### src/rtl/lmr_pkg.sv
package lmr_pkg;

    typedef enum logic [1:0] {
        ST_PASS,
        ST_RAMP,
        ST_DONE,
        ST_ZERO
    } mute_st_t;

    typedef enum logic [1:0] {
        OP_KEEP,
        OP_LIVE,
        OP_RAMP,
        OP_ZERO
    } data_op_t;

endpackage

### src/rtl/lmr_fsm.sv
module lmr_fsm
    import lmr_pkg::*;
#(
    parameter int LOG2 = 12
) (
    input  logic            clk,
    input  logic            rst,
    input  logic            frame_stb,
    input  logic            stream_lost,
    input  logic            is_pcm,
    output data_op_t        op,
    output logic [LOG2:0]   weight,
    output logic            cr_hold,
    output logic            mute_done
);

    localparam logic [LOG2:0]   FULL = {1'b1, {LOG2{1'b0}}};
    localparam logic [LOG2-1:0] LAST = '1;

    mute_st_t        state_q, state_d;
    logic [LOG2-1:0] cnt_q, cnt_d;

    // state register (R9: reset clears state and frame count)
    always_ff @(posedge clk) begin
        if (rst) begin
            state_q <= ST_PASS;
            cnt_q   <= '0;
        end else begin
            state_q <= state_d;
            cnt_q   <= cnt_d;
        end
    end

    // next state and datapath command, evaluated only on a strobe
    always_comb begin
        state_d = state_q;
        cnt_d   = cnt_q;
        op      = OP_KEEP;
        weight  = FULL - {1'b0, cnt_q};
        if (frame_stb) begin
            unique case (state_q)
                ST_PASS: begin
                    if (!stream_lost) begin
                        op = OP_LIVE;
                    end else if (is_pcm) begin
                        op      = OP_RAMP;            // frame 0, full weight
                        cnt_d   = cnt_q + 1'b1;
                        state_d = ST_RAMP;
                    end else begin
                        op      = OP_ZERO;
                        state_d = ST_ZERO;
                    end
                end
                ST_RAMP: begin
                    if (!stream_lost) begin
                        op      = OP_LIVE;
                        cnt_d   = '0;
                        state_d = ST_PASS;
                    end else begin
                        op = OP_RAMP;
                        if (cnt_q == LAST) begin
                            cnt_d   = '0;
                            state_d = ST_DONE;
                        end else begin
                            cnt_d = cnt_q + 1'b1;
                        end
                    end
                end
                ST_DONE, ST_ZERO: begin
                    if (!stream_lost) begin
                        op      = OP_LIVE;
                        state_d = ST_PASS;
                    end else begin
                        op = OP_ZERO;
                    end
                end
                default: state_d = ST_PASS;
            endcase
        end
    end

    // state-decoded flags
    always_comb begin
        unique case (state_q)
            ST_RAMP: begin
                cr_hold   = 1'b1;
                mute_done = 1'b0;
            end
            ST_DONE, ST_ZERO: begin
                cr_hold   = 1'b0;
                mute_done = 1'b1;
            end
            default: begin
                cr_hold   = 1'b0;
                mute_done = 1'b0;
            end
        endcase
    end

endmodule

### src/rtl/lmr_chan.sv
module lmr_chan
    import lmr_pkg::*;
#(
    parameter int W    = 24,
    parameter int LOG2 = 12
) (
    input  logic          clk,
    input  logic          rst,
    input  data_op_t      op,
    input  logic [LOG2:0] weight,
    input  logic [W-1:0]  din,
    output logic [W-1:0]  dout
);

    localparam int PW = W + LOG2 + 2;

    logic [W-1:0]         held_q;
    logic [W-1:0]         out_q;
    logic signed [PW-1:0] a_ext, b_ext, prod, scaled;

    // held sample times remaining weight, divided by 2^LOG2
    always_comb begin
        a_ext  = {{(PW-W){held_q[W-1]}}, held_q};
        b_ext  = {{(PW-LOG2-1){1'b0}}, weight};
        prod   = a_ext * b_ext;
        scaled = prod >>> LOG2;
    end

    always_ff @(posedge clk) begin
        if (rst) begin
            held_q <= '0;
            out_q  <= '0;
        end else begin
            unique case (op)
                OP_LIVE: begin
                    held_q <= din;
                    out_q  <= din;
                end
                OP_RAMP: out_q <= scaled[W-1:0];
                OP_ZERO: out_q <= '0;
                default: ;
            endcase
        end
    end

    assign dout = out_q;

endmodule

### src/rtl/loss_mute_ramp.sv
module loss_mute_ramp
    import lmr_pkg::*;
#(
    parameter int W    = 24,
    parameter int LOG2 = 12
) (
    input  logic         clk,
    input  logic         rst,
    input  logic         frame_stb,
    input  logic         stream_lost,
    input  logic         is_pcm,
    input  logic [W-1:0] in_l,
    input  logic [W-1:0] in_r,
    output logic [W-1:0] out_l,
    output logic [W-1:0] out_r,
    output logic         cr_hold,
    output logic         mute_done
);

    localparam int NCH = 2;

    data_op_t      op;
    logic [LOG2:0] weight;
    logic [W-1:0]  din  [NCH];
    logic [W-1:0]  dout [NCH];

    assign din[0] = in_l;
    assign din[1] = in_r;

    lmr_fsm #(.LOG2(LOG2)) u_fsm (
        .clk         (clk),
        .rst         (rst),
        .frame_stb   (frame_stb),
        .stream_lost (stream_lost),
        .is_pcm      (is_pcm),
        .op          (op),
        .weight      (weight),
        .cr_hold     (cr_hold),
        .mute_done   (mute_done)
    );

    // both channels step in lockstep from one command
    for (genvar c = 0; c < NCH; c++) begin : g_ch
        lmr_chan #(.W(W), .LOG2(LOG2)) u_ch (
            .clk    (clk),
            .rst    (rst),
            .op     (op),
            .weight (weight),
            .din    (din[c]),
            .dout   (dout[c])
        );
    end

    assign out_l = dout[0];
    assign out_r = dout[1];

endmodule

### config.mk
export PLATFORM = sky130hd
export DESIGN_NAME = loss_mute_ramp
export DESIGN_NICKNAME = d
export VERILOG_FILES = /design/src/rtl/lmr_pkg.sv /design/src/rtl/lmr_fsm.sv /design/src/rtl/lmr_chan.sv /design/src/rtl/loss_mute_ramp.sv
export SDC_FILE = /design/constraint.sdc
export NUM_CORES = 2
export LEC_CHECK = 0
export ABC_CLOCK_PERIOD_IN_PS = 10100
export BUFFER_PORTS_ARGS = -buffer_cell sky130_fd_sc_hd__buf_2
export CORE_MARGIN = 10
export CORE_UTILIZATION = 38
export DETAILED_ROUTE_END_ITERATION = 6
export GPL_TIMING_DRIVEN = 0
export SETUP_SLACK_MARGIN = 0.15
export SLEW_MARGIN = 25
export SYNTH_ARGS = -nofsm -noshare
export SYNTH_HDL_FRONTEND = slang
export SYNTH_HIERARCHICAL = 1
export SYNTH_SLANG_ARGS = --single-unit
### constraint.sdc
create_clock -name clk -period 10.1 [get_ports clk]
set_clock_uncertainty 0.15 [all_clocks]
set_input_delay 1.01 -clock clk [delete_from_list [all_inputs] [get_ports clk]]
set_output_delay 1.01 -clock clk [all_outputs]
set_load 0.01 [all_outputs]
==> results.ini <==
[status]
outcome = finished clean

[finish]
finish.utilization_pct = 41.47
filler_cell_count = 6734
layout-area-overhead-vs-synth_pct = 8.132
insertedDiodeCount = 0
layout_commonest_cell = sky130_fd_sc_hd__inv_1
fraction_of_final_layout_cells_with_drive_strength_greater_than_1_pct = 6.401
final_cell_mix = sky130_fd_sc_hd__inv_1, sky130_fd_sc_hd__fa_1, sky130_fd_sc_hd__nand2_1
finish.net_count = 3805

[die]
floorplan.die.width_um = 280.3
coreArea_um2 = 67160
ios = 103
initial_core_util_pct = 38.35
die_h_um = 280.3
std_cell_rows = 95
die-area_um2 = 78590

[global_routing]
grt_first_pass_wirelength_mm = 120.3
grt_pass1_vias = 20720
groute.usage.overall_pct = 19.74
globalRoute.totalOverflow = 0
grt_start_max_net_pins = 23
grt_antenna_before_repair = 0

[placed_design]
port_buffer_count = 102
dpl.hpwl_mm = 62.76
detailedPlace.worstSlack_ns = 1.215
gpl.final_weighted_congestion = 0.9076

[clock_network]
clockBufferDepth = 2
cts-buffers-inserted = 9
post_cts_resize_count = 0
cts_root_buf = sky130_fd_sc_hd__clkbuf_16
h_tree_depth = 3
clock_latency_ns = 0.41
clock_sink_count = 110
postCtsSetupRepairBufs = 0
cts_hold_buffers = 0
tritoncts = built
clk_pin_slew_ns = 0.09

[timing]
report.final.slew_viol_count = 0
rsz_0062_raised_after_global_routing = false
setup_viol = 0
holdWs_ns = 0.3655
worst_slew_pin_slew_ns = 0.9740
setup_total_negative_slack_ns = 0
peak_freq_ghz = 0.1117
max-slew-margin-rel_pct = 35.07
layout_min_cycle_time_ns = 8.951
timing.final.ws_setup_ns = 1.149
layout_worst_path_cycle_share_pct = 88.62
timing_hold_violations_final = 0

[yosys]
share_of_async_settable_or_async_resettable_flops_after_synthesis_pct = 0
avg_synthesized_cell_area_um2 = 8.872
synthDominantCellAreaShare_pct = 43.37
mapped_area_um2 = 25750
top_cells_by_area_synth = sky130_fd_sc_hd__fa_1, sky130_fd_sc_hd__inv_1, sky130_fd_sc_hd__dfxtp_1
sequential_fraction_of_the_synthesis_area_pct = 8.550
yosys_register_bits = 110
synth_warn = 6
yosysTopAreaCell = sky130_fd_sc_hd__fa_1
synth-edff-count = 0
yosysUniqueCellTypes = 79
synthCells = 2903
syn_nets = 3682
postSynth.topFlopCell = sky130_fd_sc_hd__dfxtp_1

[routing]
detailroute.via_count = 19210
wirelength_mm = 74.07
drtAntennaViolNets = 0
dr_vias_cell = 4.920
drc_errors = 0
post_drt_wl_per_cell_um = 18.97
drt-pass1-iter-count = 5
number_of_drc_violations_after_detailed_routing_iteration_0 = 1030

[hold_path]
min-delay-path-class = reg -> reg

[critical_path]
critical_path.max_fanout = 12
timing_worst_setup_path_type = reg -> reg
start_kind = register
critPathCaptureType = register
crit_arrival_ns = 9.10
crit_required_ns = 10.25

[power_and_ir_drop]
power-per-cell-area_nw_per_um2 = 74.49
cellLeakagePower_nw = 14.11
max-vdd-ir-drop_mv = 0.08358

[run]
maxCapViolations = 0

worst max-delay path, cell delays in order, from the launching register on:
cell	delay [ns]
sky130_fd_sc_hd__dfxtp_1	0.30
sky130_fd_sc_hd__buf_2	0.17
sky130_fd_sc_hd__nor4_1	0.45
sky130_fd_sc_hd__nand2_1	0.18
sky130_fd_sc_hd__or4_1	0.48
sky130_fd_sc_hd__xor2_2	0.74
sky130_fd_sc_hd__clkbuf_1	0.59
sky130_fd_sc_hd__nand2_1	0.16
sky130_fd_sc_hd__fa_1	0.46
sky130_fd_sc_hd__fa_1	0.47
sky130_fd_sc_hd__fa_1	0.54
sky130_fd_sc_hd__inv_1	0.05
sky130_fd_sc_hd__fa_1	0.46
sky130_fd_sc_hd__fa_1	0.54
sky130_fd_sc_hd__inv_1	0.06
sky130_fd_sc_hd__fa_1	0.47
sky130_fd_sc_hd__inv_1	0.04
sky130_fd_sc_hd__ha_1	0.31
sky130_fd_sc_hd__a21oi_1	0.15
sky130_fd_sc_hd__o21ai_0	0.31
sky130_fd_sc_hd__o21ai_0	0.35
sky130_fd_sc_hd__a31oi_1	0.15
sky130_fd_sc_hd__o21ai_0	0.42
sky130_fd_sc_hd__a21boi_0	0.24
sky130_fd_sc_hd__or3_1	0.36
sky130_fd_sc_hd__a31o_2	0.23
sequential cells by signal, summed over array words and instances, names as in the netlist:
signal            count
g_ch.u_ch/dout       48
g_ch.u_ch/held_q     48
u_fsm/cnt_q          12
u_fsm/state_q         2
path summary, 6_finish.rpt:
check / start / to / slack, ns / depth (start not counted)
worst min register to register: g_ch[0].u_ch/held_q[0] / g_ch[0].u_ch/held_q[0] / 0.37 / 2
worst min-delay path: g_ch[0].u_ch/held_q[0] / g_ch[0].u_ch/held_q[0] / 0.37 / 2
worst max register to register: u_fsm/cnt_q[3] / g_ch[1].u_ch/dout[20] / 1.15 / 25
worst max-delay path: u_fsm/cnt_q[3] / g_ch[1].u_ch/dout[20] / 1.15 / 25
cells by family (layout without fill, tap and decap cells):
logic type,Yosys count,in the layout,synth area share [%]
mux,51,51,1.987
compound gates,236,236,6.097
simple gates,923,923,17.66
buf+inv,781,909,11.58
fa+ha+maj,726,726,51.54
xor+xnor,76,76,2.585
flops,110,110,8.550
Yosys cell counts, types with 7 or more instances:
master / count
sky130_fd_sc_hd__o21ai_0: 23
sky130_fd_sc_hd__dfxtp_1: 110
sky130_fd_sc_hd__inv_1: 631
sky130_fd_sc_hd__o22ai_1: 20
sky130_fd_sc_hd__fa_1: 558
sky130_fd_sc_hd__and2_1: 303
sky130_fd_sc_hd__o21a_1: 11
sky130_fd_sc_hd__a21oi_1: 97
sky130_fd_sc_hd__clkbuf_1: 136
sky130_fd_sc_hd__nand4_1: 14
sky130_fd_sc_hd__nor3_1: 11
sky130_fd_sc_hd__a21o_1: 16
sky130_fd_sc_hd__nand3_1: 13
sky130_fd_sc_hd__nand2_1: 445
sky130_fd_sc_hd__mux2i_1: 50
sky130_fd_sc_hd__nand2b_1: 13
sky130_fd_sc_hd__o21bai_1: 9
sky130_fd_sc_hd__nor2b_1: 13
sky130_fd_sc_hd__nor4_1: 12
sky130_fd_sc_hd__ha_1: 168
sky130_fd_sc_hd__nor2_1: 61
sky130_fd_sc_hd__o32ai_1: 7
sky130_fd_sc_hd__xnor2_1: 53
sky130_fd_sc_hd__xor2_1: 23
cell type report:
type / instances / area, um^2 / share of cell area, %
Inverter: 631 / 2369 / 8.505
Clock buffer: 9 / 225.2 / 0.8087
Timing Repair Buffer: 112 / 613.1 / 2.201
Buffer: 150 / 615.6 / 2.210
Sequential cell: 110 / 2202 / 7.907
Clock inverter: 7 / 81.33 / 0.2920
Multi-Input combinational cell: 2012 / 20650 / 74.15
Tap cell: 873 / 1092 / 3.922
per-layer routing:
layer | GRT usage, % | part of all wire [%] | up-vias
li1 | - | - | 8876
met1 | 27.57 | 46 | 9757
met2 | 32.13 | 47 | 502
met3 | 3.101 | 5.5 | 74
met4 | 3.612 | 1.7 | 0
met5 | 0 | 0 | -
through the flow:
| step | power, mW | instances | instance area (um^2) |
|---|---|---|---|
| after floorplan | 1.285 | 2903 | 25750 |
| after global placement | 1.664 | 3878 | 27360 |
| after detailed placement | 1.674 | 3888 | 27540 |
| final | 2.075 | 3904 | 27850 |
| after CTS | 2.096 | 3904 | 27850 |
| after global routing | 2.262 | 3904 | 27850 |
power breakdown:
part | switching (mW) | total (mW) | internal [mW]
clock network | 0.220 | 0.399 | 0.179
registers | 0.0348 | 0.499 | 0.464
logic | 0.747 | 1.18 | 0.430
Power figures use the tool's default switching activity.
